[src/rtl/gpio_irq_sense_pkg.sv]
package gpio_irq_sense_pkg;

    // Edge qualification: prev/cur are the pin one cycle apart.
    function automatic logic edge_seen(input logic pol, input logic both,
                                       input logic prev, input logic cur);
        logic rise;
        logic fall;
        rise = cur & ~prev;
        fall = prev & ~cur;
        if (both)
            return rise | fall;
        return pol ? fall : rise;
    endfunction

    // Level qualification: polarity 1 means active low.
    function automatic logic level_seen(input logic pol, input logic cur);
        return pol ? ~cur : cur;
    endfunction

endpackage

[src/rtl/sense_cfg_regs.sv]
module sense_cfg_regs #(
    parameter int LINES      = 32,
    parameter bit BOTH_EDGES = 1'b1
) (
    input  logic             clk_i,
    input  logic             rst_ni,
    input  logic [LINES-1:0] wr_data_i,
    input  logic             wr_mode_i,
    input  logic             wr_pol_i,
    input  logic             wr_trig_i,
    input  logic             wr_both_i,
    output logic [LINES-1:0] mode_o,
    output logic [LINES-1:0] pol_o,
    output logic [LINES-1:0] trig_o,
    output logic [LINES-1:0] both_o
);
    typedef struct packed {
        logic [LINES-1:0] mode;
        logic [LINES-1:0] pol;
        logic [LINES-1:0] trig;
    } cfg_t;

    cfg_t cfg_d, cfg_q;

    always_comb begin
        cfg_d = cfg_q;
        if (wr_mode_i) cfg_d.mode = wr_data_i;
        if (wr_pol_i)  cfg_d.pol  = wr_data_i;
        if (wr_trig_i) cfg_d.trig = wr_data_i;
    end

    always_ff @(posedge clk_i or negedge rst_ni) begin
        if (!rst_ni) cfg_q <= '0;
        else         cfg_q <= cfg_d;
    end

    assign mode_o = cfg_q.mode;
    assign pol_o  = cfg_q.pol;
    assign trig_o = cfg_q.trig;

    // The both-edge bits exist only when the variant asks for them.
    generate
        if (BOTH_EDGES) begin : g_both
            logic [LINES-1:0] both_d, both_q;

            always_comb begin
                both_d = both_q;
                if (wr_both_i) both_d = wr_data_i;
            end

            always_ff @(posedge clk_i or negedge rst_ni) begin
                if (!rst_ni) both_q <= '0;
                else         both_q <= both_d;
            end

            assign both_o = both_q;
        end else begin : g_no_both
            logic unused_both;
            assign unused_both = wr_both_i;
            assign both_o      = '0;
        end
    endgenerate
endmodule

[src/rtl/sense_detect.sv]
module sense_detect #(
    parameter int LINES = 32
) (
    input  logic             clk_i,
    input  logic             rst_ni,
    input  logic [LINES-1:0] pin_i,
    input  logic [LINES-1:0] pol_i,
    input  logic [LINES-1:0] trig_i,
    input  logic [LINES-1:0] both_i,
    output logic [LINES-1:0] hit_o
);
    import gpio_irq_sense_pkg::*;

    typedef struct packed {
        logic [LINES-1:0] prev;
    } hist_t;

    hist_t hist_d, hist_q;

    always_comb begin
        hist_d      = hist_q;
        hist_d.prev = pin_i;
    end

    always_ff @(posedge clk_i or negedge rst_ni) begin
        if (!rst_ni) hist_q <= '0;
        else         hist_q <= hist_d;
    end

    // One qualifier per line: edge against last cycle, or live level.
    generate
        for (genvar g = 0; g < LINES; g++) begin : g_line
            assign hit_o[g] = trig_i[g]
                ? edge_seen(pol_i[g], both_i[g], hist_q.prev[g], pin_i[g])
                : level_seen(pol_i[g], pin_i[g]);
        end
    endgenerate
endmodule

[src/rtl/sense_mask.sv]
module sense_mask #(
    parameter int LINES = 32
) (
    input  logic             clk_i,
    input  logic             rst_ni,
    input  logic [LINES-1:0] wr_data_i,
    input  logic             wr_mask_i,
    input  logic             wr_unmask_i,
    output logic [LINES-1:0] enable_o
);
    typedef struct packed {
        logic [LINES-1:0] en;
    } mask_t;

    mask_t mask_d, mask_q;

    always_comb begin
        mask_d = mask_q;
        if (wr_unmask_i) mask_d.en = mask_d.en | wr_data_i;
        if (wr_mask_i)   mask_d.en = mask_d.en & wr_data_i;
    end

    always_ff @(posedge clk_i or negedge rst_ni) begin
        if (!rst_ni) mask_q <= '0;
        else         mask_q <= mask_d;
    end

    assign enable_o = mask_q.en;
endmodule

[src/rtl/gpio_irq_sense.sv]
module gpio_irq_sense #(
    parameter int LINES      = 32,
    parameter bit BOTH_EDGES = 1'b1
) (
    input  logic             clk_i,
    input  logic             rst_ni,
    input  logic [LINES-1:0] pin_i,
    input  logic [LINES-1:0] wr_data_i,
    input  logic             wr_mode_i,
    input  logic             wr_pol_i,
    input  logic             wr_trig_i,
    input  logic             wr_both_i,
    input  logic             wr_clr_i,
    input  logic             wr_mask_i,
    input  logic             wr_unmask_i,
    output logic [LINES-1:0] status_o,
    output logic [LINES-1:0] enable_o,
    output logic             irq_o
);
    logic [LINES-1:0] mode_q;
    logic [LINES-1:0] pol_q;
    logic [LINES-1:0] trig_q;
    logic [LINES-1:0] both_q;
    logic [LINES-1:0] hit;

    sense_cfg_regs #(.LINES(LINES), .BOTH_EDGES(BOTH_EDGES)) u_cfg (
        .clk_i     (clk_i),
        .rst_ni    (rst_ni),
        .wr_data_i (wr_data_i),
        .wr_mode_i (wr_mode_i),
        .wr_pol_i  (wr_pol_i),
        .wr_trig_i (wr_trig_i),
        .wr_both_i (wr_both_i),
        .mode_o    (mode_q),
        .pol_o     (pol_q),
        .trig_o    (trig_q),
        .both_o    (both_q)
    );

    sense_detect #(.LINES(LINES)) u_detect (
        .clk_i  (clk_i),
        .rst_ni (rst_ni),
        .pin_i  (pin_i),
        .pol_i  (pol_q),
        .trig_i (trig_q),
        .both_i (both_q),
        .hit_o  (hit)
    );

    sense_mask #(.LINES(LINES)) u_mask (
        .clk_i       (clk_i),
        .rst_ni      (rst_ni),
        .wr_data_i   (wr_data_i),
        .wr_mask_i   (wr_mask_i),
        .wr_unmask_i (wr_unmask_i),
        .enable_o    (enable_o)
    );

    typedef struct packed {
        logic [LINES-1:0] st;
    } stat_t;

    stat_t stat_d, stat_q;
    logic [LINES-1:0] clr_vec;
    logic [LINES-1:0] edge_keep;

    always_comb begin
        clr_vec   = wr_clr_i ? wr_data_i : '0;
        // Edge lines: new hit wins over a same-cycle clear.
        edge_keep = hit | (stat_q.st & ~clr_vec);
        stat_d    = stat_q;
        stat_d.st = mode_q & ((trig_q & edge_keep) | (~trig_q & hit));
    end

    always_ff @(posedge clk_i or negedge rst_ni) begin
        if (!rst_ni) stat_q <= '0;
        else         stat_q <= stat_d;
    end

    assign status_o = stat_q.st;
    assign irq_o    = |(stat_q.st & enable_o);
endmodule

[config.mk]
export PLATFORM = sky130hd
export DESIGN_NAME = gpio_irq_sense
export DESIGN_NICKNAME = d
export VERILOG_FILES = /design/src/rtl/gpio_irq_sense_pkg.sv /design/src/rtl/sense_cfg_regs.sv /design/src/rtl/sense_detect.sv /design/src/rtl/sense_mask.sv /design/src/rtl/gpio_irq_sense.sv
export SDC_FILE = /design/constraint.sdc
export NUM_CORES = 1
export LEC_CHECK = 0
export BUFFER_PORTS_ARGS = -buffer_cell sky130_fd_sc_hd__buf_4
export CAP_MARGIN = 20
export CORE_MARGIN = 3
export CORE_UTILIZATION = 30
export CTS_CLUSTER_DIAMETER = 30
export DETAILED_ROUTE_END_ITERATION = 10
export GPL_TIMING_DRIVEN = 0
export PLACE_DENSITY_LB_ADDON = 0.12
export SLEW_MARGIN = 20
export SYNTH_ARGS = -nofsm -noshare
export SYNTH_HDL_FRONTEND = slang
export SYNTH_HIERARCHICAL = 1
export SYNTH_SLANG_ARGS = --single-unit
[constraint.sdc]
create_clock -name clk_i -period 1.7 [get_ports clk_i]
set_clock_uncertainty 0.2 [all_clocks]
set_input_delay 0.17 -clock clk_i [delete_from_list [all_inputs] [get_ports clk_i]]
set_output_delay 0.17 -clock clk_i [all_outputs]
set_load 0.01 [all_outputs]
=== Word-level counts from Yosys, hierarchy flattened ===
Cells that the tools add are included.

* Muxes and demuxes: 195
* Reductions and logical operators: 1
* Bitwise operators: 171

{| class="wikitable"
|+ Operators with widths
! kind !! count
|-
| 32-bit bitwise AND || 6
|-
| 1-bit 2-to-1 mux || 192
|-
| 32-bit 2-to-1 mux || 3
|-
| 32-bit bitwise OR || 3
|-
| 1-bit bitwise AND || 64
|-
| 1-bit NOT || 64
|-
| 32-bit NOT || 2
|-
| 1-bit bitwise OR || 32
|-
| 32-bit OR reduction || 1
|}

* Flip-flop bits (word level): 224
* Input bits: 73
* Output and inout bits: 65
* Logic and storage cells: 374

=== Longest topological paths before layout ===
Gate-level depths: netlist of run 1.

* Depth after elaboration: 10
* Mapped depth: 6
* Depth with buffers taken out: 6

=== By module ===
Netlist of run 1, hierarchy kept.

{| class="wikitable"
|+ By module, submodules not included
! module !! sequential area each (sq um) !! times used !! area an instance (sq um) !! cells each
|-
| sense_cfg_regs || 3203.1 || 1 || 5380.2 || 272
|-
| sense_detect || 800.8 || 1 || 3283.1 || 320
|-
| gpio_irq_sense || 800.8 || 1 || 1495.2 || 152
|-
| sense_mask || 800.8 || 1 || 1271.2 || 134
|}

=== Worst setup path before layout of run 1 ===
OpenSTA, ideal clock, no wires.

* Kind: reg2out
* Start: register u_mask.mask_q (netlist bit u_mask/enable_o[3])
* End: output port irq_o
* Arrival time: 1264 ps
* Cell stages (with the launch flop): 4
* Data required time: 1330 ps
* Buffers on the path: 0
* Setup slack: 66 ps
* Cell sequence: dfrtp_1 > a22oi_1 > nand4_1 > or4_1

* Word-level cells in the longest chain between the ends: 2

{| class="wikitable"
|+ RTL lines
! element !! line !! text
|-
| start, declared || sense_mask.sv:15 || <nowiki>mask_t mask_d, mask_q;</nowiki>
|-
| start signal, assigned || sense_mask.sv:25 || <nowiki>else mask_q <= mask_d;</nowiki>
|-
| 32-bit bitwise AND || gpio_irq_sense.sv:81 || <nowiki>assign irq_o = |(stat_q.st & enable_o);</nowiki>
|-
| 32-bit OR reduction || gpio_irq_sense.sv:81 ||
|-
| end, declared || gpio_irq_sense.sv:18 || <nowiki>output logic irq_o</nowiki>
|}

Every way passes these cells.

=== Worst setup path in the final report of run 1 ===
* Start: register stat_q (netlist bit status_o[16])
* End: output port irq_o

* Word-level cells in the longest chain between the ends: 2

{| class="wikitable"
|+ RTL lines
! element !! line !! text
|-
| start, declared || gpio_irq_sense.sv:63 || <nowiki>stat_t stat_d, stat_q;</nowiki>
|-
| start signal, assigned || gpio_irq_sense.sv:77 || <nowiki>else stat_q <= stat_d;</nowiki>
|-
| 32-bit bitwise AND || gpio_irq_sense.sv:81 ||
|-
| 32-bit OR reduction || gpio_irq_sense.sv:81 ||
|}

Every way passes these cells.

==> run_summary.xml, run 1 <==
<?xml version="1.0" encoding="UTF-8"?>
<metrics>
  <group name="routing">
    <metric name="drt_first_pass_iters" unit="">4</metric>
    <metric name="detailedRoute.firstIterationViolations" unit="">294</metric>
    <metric name="total_number_of_vias" unit="">7588</metric>
    <metric name="dr.max_layer_used" unit="">met4</metric>
    <metric name="route.antenna.remaining_nets" unit="">0</metric>
    <metric name="met2WireLength" unit="mm">13.9</metric>
    <metric name="route.final.wire_length" unit="mm">30.6</metric>
    <metric name="drc_violations_left" unit="">0</metric>
    <metric name="met3RoutedLength" unit="mm">1.38</metric>
    <metric name="wl_per_cell" unit="um">17.7</metric>
    <metric name="via_per_inst" unit="">4.38</metric>
    <metric name="met1_wire_length" unit="mm">14.6</metric>
  </group>
  <group name="flow_run">
    <metric name="cap_viol_max_count" unit="">0</metric>
  </group>
  <group name="clock_network">
    <metric name="clock-root-buffer" unit="">sky130_fd_sc_hd__clkbuf_16</metric>
    <metric name="clkLatencyLatePin" unit="ns">0.55</metric>
    <metric name="cts_tree" unit="">done</metric>
    <metric name="cts_sinks" unit="">224</metric>
    <metric name="cts_max_level" unit="">3</metric>
    <metric name="cts.reportedPaths.clkPinSlew" unit="ns">0.04</metric>
    <metric name="cts-buffers-inserted" unit="">72</metric>
    <metric name="ctsLongestPathBuffers" unit="">3</metric>
    <metric name="hold_buffers" unit="">78</metric>
  </group>
  <group name="pwr">
    <metric name="p_total" unit="mW">23.3</metric>
    <metric name="power_density" unit="nW/um2">1400</metric>
    <metric name="leakagePower" unit="nW">8.02</metric>
    <metric name="irDropWorstVdd" unit="mV">0.740</metric>
  </group>
  <group name="logic_synthesis">
    <metric name="compound_cell_area_share_of_the_yosys_netlist" unit="">0.123</metric>
    <metric name="mappedNetlistArea" unit="um2">11400</metric>
    <metric name="yosysWarnings" unit="">6</metric>
    <metric name="ys_seq_elements" unit="">224</metric>
    <metric name="synthSimpleGateAreaFrac" unit="">0.0239</metric>
    <metric name="post_syn_nets" unit="">1015</metric>
    <metric name="seq_area_frac_synth" unit="">0.490</metric>
    <metric name="synth_adder_area_share" unit="">0.0701</metric>
    <metric name="combinational_family_with_the_most_area_after_synthesis" unit="">multiplexers</metric>
    <metric name="synth_xor_xnor_area_share" unit="">0.0245</metric>
    <metric name="muxShareOfSynthArea" unit="">0.208</metric>
    <metric name="synthesis.area_per_instance" unit="um2">13.0</metric>
    <metric name="post_synth_inst_count" unit="">878</metric>
    <metric name="ys_types" unit="">20</metric>
  </group>
  <group name="final_layout">
    <metric name="layout_commonest_cell" unit="">sky130_fd_sc_hd__dfrtp_1</metric>
    <metric name="design.final.nets" unit="">1306</metric>
    <metric name="flow.area_growth_from_synthesis" unit="%">45.2</metric>
    <metric name="finish.cell_count_without_fillers" unit="">1731</metric>
    <metric name="final_cell_mix" unit="">222 x sky130_fd_sc_hd__dfrtp_1, 152 x sky130_fd_sc_hd__mux2_4, 135 x sky130_fd_sc_hd__buf_4</metric>
    <metric name="antenna_cells" unit="">0</metric>
    <metric name="final_util" unit="">0.448</metric>
    <metric name="stdcell_area" unit="um2">16600</metric>
    <metric name="share_of_layout_cells_above_drive_strength_1" unit="">0.396</metric>
  </group>
  <group name="worst_setup_path">
    <metric name="reg_to_reg_slack_setup" unit="ns">0.04</metric>
    <metric name="cp-end-kind" unit="">output port</metric>
    <metric name="critical_path.max_fanout" unit="">3</metric>
    <metric name="critPathArrivalTime" unit="ns">2.10</metric>
    <metric name="critPathKind" unit="">flop to output port</metric>
    <metric name="cp-start-kind" unit="">flop</metric>
    <metric name="critical_path_required" unit="ns">1.33</metric>
  </group>
  <group name="timing">
    <metric name="final_max_slew_viol_count" unit="">0</metric>
    <metric name="fmaxAchievable" unit="MHz">404</metric>
    <metric name="hold-worst-slack" unit="ns">-0.0555</metric>
    <metric name="smallest_setup_slack_after_layout" unit="ns">-0.774</metric>
    <metric name="finalSetupViolCount" unit="">1</metric>
    <metric name="worst_slew_pin_slew" unit="ns">0.906</metric>
    <metric name="slew_headroom" unit="">0.396</metric>
    <metric name="rsz0062_at_grt" unit="">true</metric>
    <metric name="min_period_over_period" unit="">1.46</metric>
    <metric name="timing_hold_violations_final" unit="">49</metric>
    <metric name="final.setup.tns" unit="ns">-0.774</metric>
    <metric name="period_needed" unit="ns">2.47</metric>
  </group>
  <group name="status">
    <metric name="status" unit="">finished, violations left</metric>
    <metric name="failing_checks" unit="">hold timing, setup timing</metric>
  </group>
  <group name="global_route">
    <metric name="grt_pass1_vias" unit="">8172</metric>
    <metric name="grt_max_degree" unit="">84</metric>
    <metric name="global_route.usage.total" unit="">0.154</metric>
    <metric name="number_of_antenna_violations_at_the_first_check_in_global_routing" unit="">0</metric>
    <metric name="grt_overflow" unit="">0</metric>
    <metric name="grt_pass1_wl" unit="mm">48.9</metric>
  </group>
  <group name="floorplanning">
    <metric name="starting_density" unit="">0.309</metric>
    <metric name="placementRows" unit="">70</metric>
    <metric name="core_ar" unit="um2">37000</metric>
    <metric name="die_w" unit="um">201</metric>
    <metric name="io_pins" unit="">138</metric>
    <metric name="chipHeight" unit="um">201</metric>
    <metric name="dieArea" unit="um2">40500</metric>
  </group>
  <group name="worst_hold_path">
    <metric name="timing.hold.worst.class" unit="">input port to async pin</metric>
  </group>
  <group name="placed_design">
    <metric name="rd_place_congestion" unit="">0.713</metric>
    <metric name="placed_cells" unit="">1517</metric>
    <metric name="pre_cts_slack" unit="ns">-0.580</metric>
    <metric name="post-dp-hpwl" unit="mm">20.0</metric>
    <metric name="port-buffer-count" unit="">133</metric>
    <metric name="placement.cell_area" unit="um2">13100</metric>
  </group>
</metrics>
-- state kept, by name, indices dropped and copies added (netlist names) --
signal	cells
u_mask/enable_o	32
u_cfg/both_o	32
u_cfg/mode_o	32
status_o	32
u_cfg/trig_o	32
u_detect/hist_q	32
u_cfg/pol_o	32
-- synthesized netlist by cell type, drive strengths merged --
cell    instances  area, um2
xnor2          32        280
clkbuf          3       11.3
ha             64        801
o211ai         32        400
inv            96        360
or4             1       7.51
a21oi          32        160
buf            22        315
mux2          160       2370
dfrtp         224       5610
o21ai          96        480
a22oi          16        130
nand2          64        240
o21a           32        240
nand4           4       25.0
-- kinds of logic (layout without fill, tap and decap cells) --
| logic type | Yosys count | count (layout) |
|---|---|---|
| flip-flops | 224 | 224 |
| AO/OA/AOI/OAI | 208 | 208 |
| multiplexers | 160 | 160 |
| buffers and inverters | 121 | 470 |
| AND/OR/NAND/NOR | 69 | 69 |
| adder cells (fa/ha/maj) | 64 | 64 |
| XOR/XNOR | 32 | 32 |
-- worst paths after layout --
| path | start | end | cells past startpoint |
|---|---|---|---|
| max in group asynchronous | rst_ni | status_o[3]$_DFF_PN0_ | 4 |
| min in group clk_i | wr_unmask_i | u_mask/enable_o[29]$_DFF_PN0_ | 4 |
| setup / recovery | status_o[16]$_DFF_PN0_ | irq_o | 4 |
| hold / removal | rst_ni | status_o[31]$_DFF_PN0_ | 2 |
| hold reg to reg | u_cfg/mode_o[17]$_DFFE_PN0P_ | status_o[17]$_DFF_PN0_ | 1 |
| setup reg to reg | u_mask/enable_o[31]$_DFF_PN0_ | u_mask/enable_o[31]$_DFF_PN0_ | 3 |
-- layer usage --
metal	vias up	global-route usage
met1	3712	0.213
met5	-	0
li1	3660	-
met4	0	0.0513
met2	156	0.237
met3	60	0.0388
-- cell type report --
| class | instances | area, um2 |
|---|---|---|
| buffer | 25 | 328 |
| clock buffer | 105 | 2190 |
| clock inverter | 27 | 420 |
| fill | 3421 | 20500 |
| inverter | 96 | 360 |
| multi-input combinational | 533 | 5180 |
| sequential | 224 | 5610 |
| tap | 504 | 631 |
| timing repair buffer | 217 | 1880 |
-- worst max-delay path, cell delays in order, from the launching register on --
cell and delay (ns):
sky130_fd_sc_hd__dfrtp_1 0.43, sky130_fd_sc_hd__a22oi_2 0.27, sky130_fd_sc_hd__nand4_1 0.19, sky130_fd_sc_hd__or4_4 0.51, sky130_fd_sc_hd__buf_6 0.14
-- what timing repair did --
action | CTS | global route
setup buffers | 2 | 2
endpoints found under the hold margin | 370 | 49
setup endpoints to repair | 1 | 26
pin swaps | 3 | 6
resized for setup | 7 | 8
-- report_power, final --
part / internal [mW] / total [mW] / switching, mW
Combinational: 1.57 / 2.71 / 1.14
Clock: 10.5 / 14.1 / 3.64
Sequential: 5.90 / 6.50 / 0.594
Total: 17.9 / 23.3 / 5.38
(Power assumes the default switching activity.)
==> run 2, diff against run 1 <==
--- a/config.mk
+++ b/config.mk
@@ -13,6 +13,7 @@
 export DETAILED_ROUTE_END_ITERATION = 10
 export GPL_TIMING_DRIVEN = 0
 export PLACE_DENSITY_LB_ADDON = 0.12
+export RECOVER_POWER = 50
 export SLEW_MARGIN = 20
 export SYNTH_ARGS = -nofsm -noshare
 export SYNTH_HDL_FRONTEND = slang
==> run 2 against run 1 <==
The flow finishes with violations (setup timing). Sequential power hardly changed. Count of clock-buffer cells in the layout stayed put. Sequential cell count stayed put. Design area is 3.3% lower. Routed wire length hardly changed. Largest cell class unchanged.
==> run_summary.xml, run 2 (same netlist as run 1, synthesis figures left out) <==
<?xml version="1.0" encoding="UTF-8"?>
<metrics>
  <group name="worst_setup_path">
    <metric name="critical_path_required" unit="ns">1.33</metric>
    <metric name="cp-start-kind" unit="">flop</metric>
    <metric name="critPathKind" unit="">flop to output port</metric>
    <metric name="r2r-end" unit="">u_mask/enable_o[31]$_DFF_PN0_</metric>
    <metric name="cp-end-kind" unit="">output port</metric>
    <metric name="reg_to_reg_slack_setup" unit="ns">0.03</metric>
    <metric name="regToRegStartpoint" unit="">u_mask/enable_o[31]$_DFF_PN0_</metric>
    <metric name="critPathArrivalTime" unit="ns">2.10</metric>
    <metric name="r2r_cells" unit="">3</metric>
    <metric name="critical_path.max_fanout" unit="">2</metric>
  </group>
  <group name="timing">
    <metric name="final.setup.tns" unit="ns">-4.16</metric>
    <metric name="smallest_setup_slack_after_layout" unit="ns">-0.769</metric>
    <metric name="min_period_over_period" unit="">1.45</metric>
    <metric name="finalSetupViolCount" unit="">78</metric>
    <metric name="worst_slew_pin_slew" unit="ns">0.858</metric>
    <metric name="fmaxAchievable" unit="MHz">405</metric>
    <metric name="period_needed" unit="ns">2.47</metric>
    <metric name="timing_hold_violations_final" unit="">0</metric>
    <metric name="slew_headroom" unit="">0.428</metric>
    <metric name="final_max_slew_viol_count" unit="">0</metric>
    <metric name="rsz0062_at_grt" unit="">true</metric>
  </group>
  <group name="final_layout">
    <metric name="layout_commonest_cell" unit="">sky130_fd_sc_hd__dfrtp_1</metric>
    <metric name="sequential_cell_area" unit="um2">5610</metric>
    <metric name="flow.area_growth_from_synthesis" unit="%">40.4</metric>
    <metric name="design.final.nets" unit="">1306</metric>
    <metric name="finish.cell_count_without_fillers" unit="">1731</metric>
    <metric name="share_of_layout_cells_above_drive_strength_1" unit="">0.322</metric>
    <metric name="multi_input_area" unit="um2">4980</metric>
    <metric name="layout.filler_cells" unit="">3523</metric>
    <metric name="antenna_cells" unit="">0</metric>
    <metric name="final_cell_mix" unit="">222 x sky130_fd_sc_hd__dfrtp_1, 102 x sky130_fd_sc_hd__buf_4, 100 x sky130_fd_sc_hd__mux2_4</metric>
  </group>
  <group name="floorplanning">
    <metric name="io_pins" unit="">138</metric>
    <metric name="die_w" unit="um">201</metric>
    <metric name="dieArea" unit="um2">40500</metric>
    <metric name="starting_density" unit="">0.309</metric>
    <metric name="chipHeight" unit="um">201</metric>
    <metric name="placementRows" unit="">70</metric>
    <metric name="core_ar" unit="um2">37000</metric>
  </group>
  <group name="clock_network">
    <metric name="ctsLongestPathBuffers" unit="">3</metric>
    <metric name="cts-buffers-inserted" unit="">72</metric>
    <metric name="cts_max_level" unit="">3</metric>
    <metric name="clock-root-buffer" unit="">sky130_fd_sc_hd__clkbuf_16</metric>
    <metric name="clkLatencyLatePin" unit="ns">0.54</metric>
    <metric name="cts_sinks" unit="">224</metric>
    <metric name="cts_tree" unit="">done</metric>
    <metric name="hold_buffers" unit="">78</metric>
    <metric name="cts.reportedPaths.clkPinSlew" unit="ns">0.04</metric>
  </group>
  <group name="routing">
    <metric name="route.final.wire_length" unit="mm">30.6</metric>
    <metric name="detailedRoute.firstIterationViolations" unit="">274</metric>
    <metric name="total_number_of_vias" unit="">7610</metric>
    <metric name="drt_first_pass_iters" unit="">5</metric>
    <metric name="drc_violations_left" unit="">0</metric>
    <metric name="route.antenna.remaining_nets" unit="">0</metric>
    <metric name="via_per_inst" unit="">4.40</metric>
    <metric name="wl_per_cell" unit="um">17.7</metric>
  </group>
  <group name="worst_hold_path">
    <metric name="worst_hold_path.endpoint" unit="">u_mask/enable_o[27]$_DFF_PN0_</metric>
    <metric name="min-delay-start" unit="">wr_unmask_i</metric>
    <metric name="number_of_cells_traversed_by_the_worst_hold_path" unit="">4</metric>
    <metric name="timing.hold.worst.class" unit="">input port to flop</metric>
  </group>
  <group name="status">
    <metric name="status" unit="">finished, violations left</metric>
    <metric name="failing_checks" unit="">setup timing</metric>
  </group>
  <group name="global_route">
    <metric name="number_of_antenna_violations_at_the_first_check_in_global_routing" unit="">0</metric>
    <metric name="global_route.usage.total" unit="">0.154</metric>
    <metric name="grt_max_degree" unit="">84</metric>
    <metric name="grt_pass1_wl" unit="mm">48.9</metric>
    <metric name="grt_overflow" unit="">0</metric>
    <metric name="grt_pass1_vias" unit="">8172</metric>
  </group>
  <group name="placed_design">
    <metric name="port-buffer-count" unit="">133</metric>
    <metric name="placed_cells" unit="">1517</metric>
    <metric name="rd_place_congestion" unit="">0.713</metric>
    <metric name="post-dp-hpwl" unit="mm">20.0</metric>
  </group>
  <group name="pwr">
    <metric name="leakagePower" unit="nW">7.59</metric>
    <metric name="p_total" unit="mW">23.1</metric>
    <metric name="irDropWorstVdd" unit="mV">0.740</metric>
    <metric name="power_density" unit="nW/um2">1440</metric>
  </group>
  <group name="flow_run">
    <metric name="cap_viol_max_count" unit="">0</metric>
  </group>
</metrics>
[run 2: changes by cell type in the layout (fill, tap and decap cells not counted), moves of 3 or more]
cell	before	now
sky130_fd_sc_hd__buf_6	5	1
sky130_fd_sc_hd__clkbuf_2	1	13
sky130_fd_sc_hd__mux2_4	152	100
sky130_fd_sc_hd__mux2_1	0	52
sky130_fd_sc_hd__buf_4	135	102
sky130_fd_sc_hd__o21ai_0	61	64
sky130_fd_sc_hd__buf_2	6	3
sky130_fd_sc_hd__o21ai_1	35	32
sky130_fd_sc_hd__buf_12	12	1
sky130_fd_sc_hd__clkbuf_1	14	53
[run 2: per-stage QoR]
stage | hold WS (ns) | setup WS (ns) | instance area (um2) | util
detailed placement | -0.0365 | -0.580 | 13100 | 0.354
global placement | 0.114 | -1.75 | 13100 | 0.352
floorplan | -0.326 | 0.0662 | 11400 | -
CTS | -0.0510 | -0.908 | 16600 | 0.447
finish | 0.0176 | -0.769 | 16000 | 0.433
global route | 0.0329 | -0.846 | 16000 | 0.433
[run 2: worst max-delay path by stage]
stage                                  from                            to  slack, ns  cells past startpoint
3_3_place_gp                         rst_ni  u_detect/hist_q[5]$_DFF_PN0_      -1.75                      1
4_1_cts              status_o[12]$_DFF_PN0_                         irq_o      -0.91                      4
3_5_place_dp         status_o[12]$_DFF_PN0_                         irq_o      -0.58                      4
5_1_grt              status_o[12]$_DFF_PN0_                         irq_o      -0.85                      4
2_1_floorplan  u_mask/enable_o[3]$_DFF_PN0_                         irq_o       0.07                      3
6_report             status_o[12]$_DFF_PN0_                         irq_o      -0.77                      4
[run 2: metal layers]
layer,global-route usage,part of all wire
met1,0.213,0.48
met2,0.237,0.45
met3,0.0388,0.041
met4,0.0513,0.022
met5,0,0
[run 2: cell type report]
cell class | instances | share of cell area
multi-input cells | 533 | 0.310
flip-flops and latches | 224 | 0.349
repair buffers | 217 | 0.108
clock inverters | 27 | 0.0262
plain buffers | 25 | 0.00733
well taps | 504 | 0.0393
inverters | 96 | 0.0225
clock buffers | 105 | 0.137
[run 2: timing repair]
item	in CTS	in global routing
gates resized for setup	7	8
pin swaps	3	6
cloned	0	0
hold endpoints to repair	370	49
buffers inserted	2	2
setup endpoints to repair	1	26
[run 2: worst max-delay path: stages (launching register included)]
cell	delay (ns)
sky130_fd_sc_hd__dfrtp_1	0.40
sky130_fd_sc_hd__a22oi_2	0.28
sky130_fd_sc_hd__nand4_1	0.25
sky130_fd_sc_hd__or4_4	0.48
sky130_fd_sc_hd__buf_6	0.14
[run 2: power breakdown]
group | leakage [nW] | internal (mW) | switching (mW)
combinational | 3.65 | 1.37 | 1.12
clock | 1.29 | 10.5 | 3.65
sequential | 2.64 | 5.90 | 0.585
==> run 3, diff against run 2 <==
--- a/config.mk
+++ b/config.mk
@@ -5,12 +5,12 @@
 export SDC_FILE = /design/constraint.sdc
 export NUM_CORES = 1
 export LEC_CHECK = 0
-export BUFFER_PORTS_ARGS = -buffer_cell sky130_fd_sc_hd__buf_4
 export CAP_MARGIN = 20
 export CORE_MARGIN = 3
 export CORE_UTILIZATION = 30
 export CTS_CLUSTER_DIAMETER = 30
 export DETAILED_ROUTE_END_ITERATION = 10
+export DONT_BUFFER_PORTS = 1
 export GPL_TIMING_DRIVEN = 0
 export PLACE_DENSITY_LB_ADDON = 0.12
 export RECOVER_POWER = 50
==> run 3 against run 2 <==
The run ends with hold timing, setup timing left. Final cell count decreased by 8.4%. Via count fell by 7.3%. Combinational power shrank 20%. Worst setup slack got worse by 0.072 ns. First-iteration DRC count up 29%. Routed wire length down 1.6%. Sequential cell count unchanged. Sequential power up 2%. Non-clock buffer count shrank 138. Worst hold slack worse by 0.88 ns. Sequential share of layout area is 2.1 points higher.
==> run_summary.xml, run 3 (same netlist as run 1, synthesis figures left out) <==
<?xml version="1.0" encoding="UTF-8"?>
<metrics>
  <group name="pwr">
    <metric name="power_density" unit="nW/um2">1380</metric>
    <metric name="p_total" unit="mW">20.9</metric>
    <metric name="irDropWorstVdd" unit="mV">0.659</metric>
    <metric name="leakagePower" unit="nW">7.15</metric>
  </group>
  <group name="final_layout">
    <metric name="sequential_cell_area" unit="um2">5610</metric>
    <metric name="final_cell_mix" unit="">220 x sky130_fd_sc_hd__dfrtp_1, 152 x sky130_fd_sc_hd__mux2_4, 96 x sky130_fd_sc_hd__inv_1</metric>
    <metric name="finish.cell_count_without_fillers" unit="">1586</metric>
    <metric name="share_of_layout_cells_above_drive_strength_1" unit="">0.312</metric>
    <metric name="multi_input_area" unit="um2">5170</metric>
    <metric name="layout.filler_cells" unit="">3501</metric>
    <metric name="layout_commonest_cell" unit="">sky130_fd_sc_hd__dfrtp_1</metric>
    <metric name="flow.area_growth_from_synthesis" unit="%">32.7</metric>
    <metric name="design.final.nets" unit="">1165</metric>
  </group>
  <group name="flow_run">
    <metric name="cap_viol_max_count" unit="">0</metric>
  </group>
  <group name="worst_setup_path">
    <metric name="r2r_cells" unit="">3</metric>
    <metric name="critical_path.max_fanout" unit="">3</metric>
    <metric name="regToRegStartpoint" unit="">u_mask/enable_o[31]$_DFF_PN0_</metric>
    <metric name="cp-end-kind" unit="">output port</metric>
    <metric name="critPathKind" unit="">flop to output port</metric>
    <metric name="r2r-end" unit="">u_mask/enable_o[31]$_DFF_PN0_</metric>
    <metric name="reg_to_reg_slack_setup" unit="ns">0.08</metric>
    <metric name="cp-start-kind" unit="">flop</metric>
    <metric name="critical_path_required" unit="ns">1.33</metric>
    <metric name="critPathArrivalTime" unit="ns">2.17</metric>
  </group>
  <group name="timing">
    <metric name="worst_slew_pin_slew" unit="ns">0.858</metric>
    <metric name="rsz0062_at_grt" unit="">true</metric>
    <metric name="period_needed" unit="ns">2.54</metric>
    <metric name="timing_hold_violations_final" unit="">224</metric>
    <metric name="min_period_over_period" unit="">1.49</metric>
    <metric name="finalSetupViolCount" unit="">1</metric>
    <metric name="smallest_setup_slack_after_layout" unit="ns">-0.841</metric>
    <metric name="final_max_slew_viol_count" unit="">0</metric>
    <metric name="fmaxAchievable" unit="MHz">393</metric>
    <metric name="hold-worst-slack" unit="ns">-0.862</metric>
    <metric name="slew_headroom" unit="">0.428</metric>
  </group>
  <group name="global_route">
    <metric name="grt_pass1_wl" unit="mm">47.0</metric>
    <metric name="grt_max_degree" unit="">225</metric>
    <metric name="grt_pass1_vias" unit="">7438</metric>
    <metric name="grt_overflow" unit="">0</metric>
    <metric name="number_of_antenna_violations_at_the_first_check_in_global_routing" unit="">1</metric>
    <metric name="global_route.usage.total" unit="">0.151</metric>
  </group>
  <group name="clock_network">
    <metric name="cts-buffers-inserted" unit="">69</metric>
    <metric name="cts.reportedPaths.clkPinSlew" unit="ns">0.04</metric>
    <metric name="hold_buffers" unit="">79</metric>
    <metric name="cts_max_level" unit="">3</metric>
    <metric name="clkLatencyLatePin" unit="ns">0.55</metric>
    <metric name="ctsLongestPathBuffers" unit="">3</metric>
    <metric name="post-cts-setup-buffer-count" unit="">0</metric>
    <metric name="cts_sinks" unit="">224</metric>
    <metric name="clock-root-buffer" unit="">sky130_fd_sc_hd__clkbuf_16</metric>
    <metric name="cts_tree" unit="">done</metric>
  </group>
  <group name="placed_design">
    <metric name="post-dp-hpwl" unit="mm">19.3</metric>
    <metric name="rd_place_congestion" unit="">0.730</metric>
    <metric name="port-buffer-count" unit="">0</metric>
    <metric name="placed_cells" unit="">1382</metric>
  </group>
  <group name="floorplanning">
    <metric name="chipHeight" unit="um">201</metric>
    <metric name="dieArea" unit="um2">40500</metric>
    <metric name="core_ar" unit="um2">37000</metric>
    <metric name="die_w" unit="um">201</metric>
    <metric name="io_pins" unit="">138</metric>
    <metric name="placementRows" unit="">70</metric>
    <metric name="starting_density" unit="">0.309</metric>
  </group>
  <group name="status">
    <metric name="status" unit="">finished, violations left</metric>
    <metric name="failing_checks" unit="">hold timing, setup timing</metric>
  </group>
  <group name="routing">
    <metric name="detailedRoute.firstIterationViolations" unit="">354</metric>
    <metric name="drc_violations_left" unit="">0</metric>
    <metric name="route.antenna.remaining_nets" unit="">0</metric>
    <metric name="total_number_of_vias" unit="">7053</metric>
    <metric name="via_per_inst" unit="">4.45</metric>
    <metric name="route.final.wire_length" unit="mm">30.1</metric>
    <metric name="wl_per_cell" unit="um">19.0</metric>
    <metric name="drt_first_pass_iters" unit="">6</metric>
  </group>
  <group name="worst_hold_path">
    <metric name="timing.hold.worst.class" unit="">input port to async pin</metric>
  </group>
</metrics>
[run 3: worst max-delay path by stage]
stage                     cells past startpoint    end                          start  slack [ns]
after global placement                        3  irq_o  u_mask/enable_o[12]$_DFF_PN0_       -0.69
after floorplan                               3  irq_o   u_mask/enable_o[3]$_DFF_PN0_        0.07
final                                         3  irq_o         status_o[12]$_DFF_PN0_       -0.84
after global routing                          3  irq_o         status_o[12]$_DFF_PN0_       -0.86
after CTS                                     3  irq_o         status_o[12]$_DFF_PN0_       -0.95
after detailed placement                      3  irq_o  u_mask/enable_o[12]$_DFF_PN0_       -0.70
[run 3: timing repair]
item                                    4_1_cts  5_1_grt
resized for setup                             6        4
endpoints found under the hold margin       448      224
pin swaps                                     3        0
endpoints found under the setup margin        1        2
[run 3: area by class of cell]
cell class,count,area share
Tap cell,504,0.0416
Inverter,96,0.0238
Sequential cell,224,0.370
Clock buffer,99,0.135
Timing Repair Buffer,79,0.0521
Clock inverter,24,0.0145
Antenna cell,2,0.000330
Multi-Input combinational cell,533,0.341
Buffer,25,0.0215
[run 3: where the power goes]
group / switching (mW) / internal, mW
Combinational: 0.804 / 1.20
Clock: 3.56 / 8.72
Sequential: 0.747 / 5.90
[run 3: worst max-delay path, stage by stage, from the launching register on]
cell,delay [ns]
sky130_fd_sc_hd__dfrtp_2,0.46
sky130_fd_sc_hd__a22oi_2,0.32
sky130_fd_sc_hd__nand4_1,0.30
sky130_fd_sc_hd__or4_4,0.54
[run 3: stage by stage]
step / util / cell area (um2) / setup slack (ns) / TNS, ns
CTS: 0.409 / 15100 / -0.947 / -0.947
global route: 0.409 / 15200 / -0.855 / -0.855
finish: 0.409 / 15200 / -0.841 / -0.841
detailed placement: 0.326 / 12100 / -0.699 / -0.699
global placement: 0.326 / 12100 / -0.687 / -0.687
floorplan: - / 11400 / 0.0662 / 0
[run 3: layer usage]
| metal | global-route usage | vias up | wire [um] |
|---|---|---|---|
| li1 | - | 3381 | - |
| met1 | 0.204 | 3461 | 13900 |
| met2 | 0.226 | 166 | 13600 |
| met4 | 0.0566 | 0 | 608 |
| met3 | 0.0484 | 45 | 2010 |
| met5 | 0 | - | 0 |
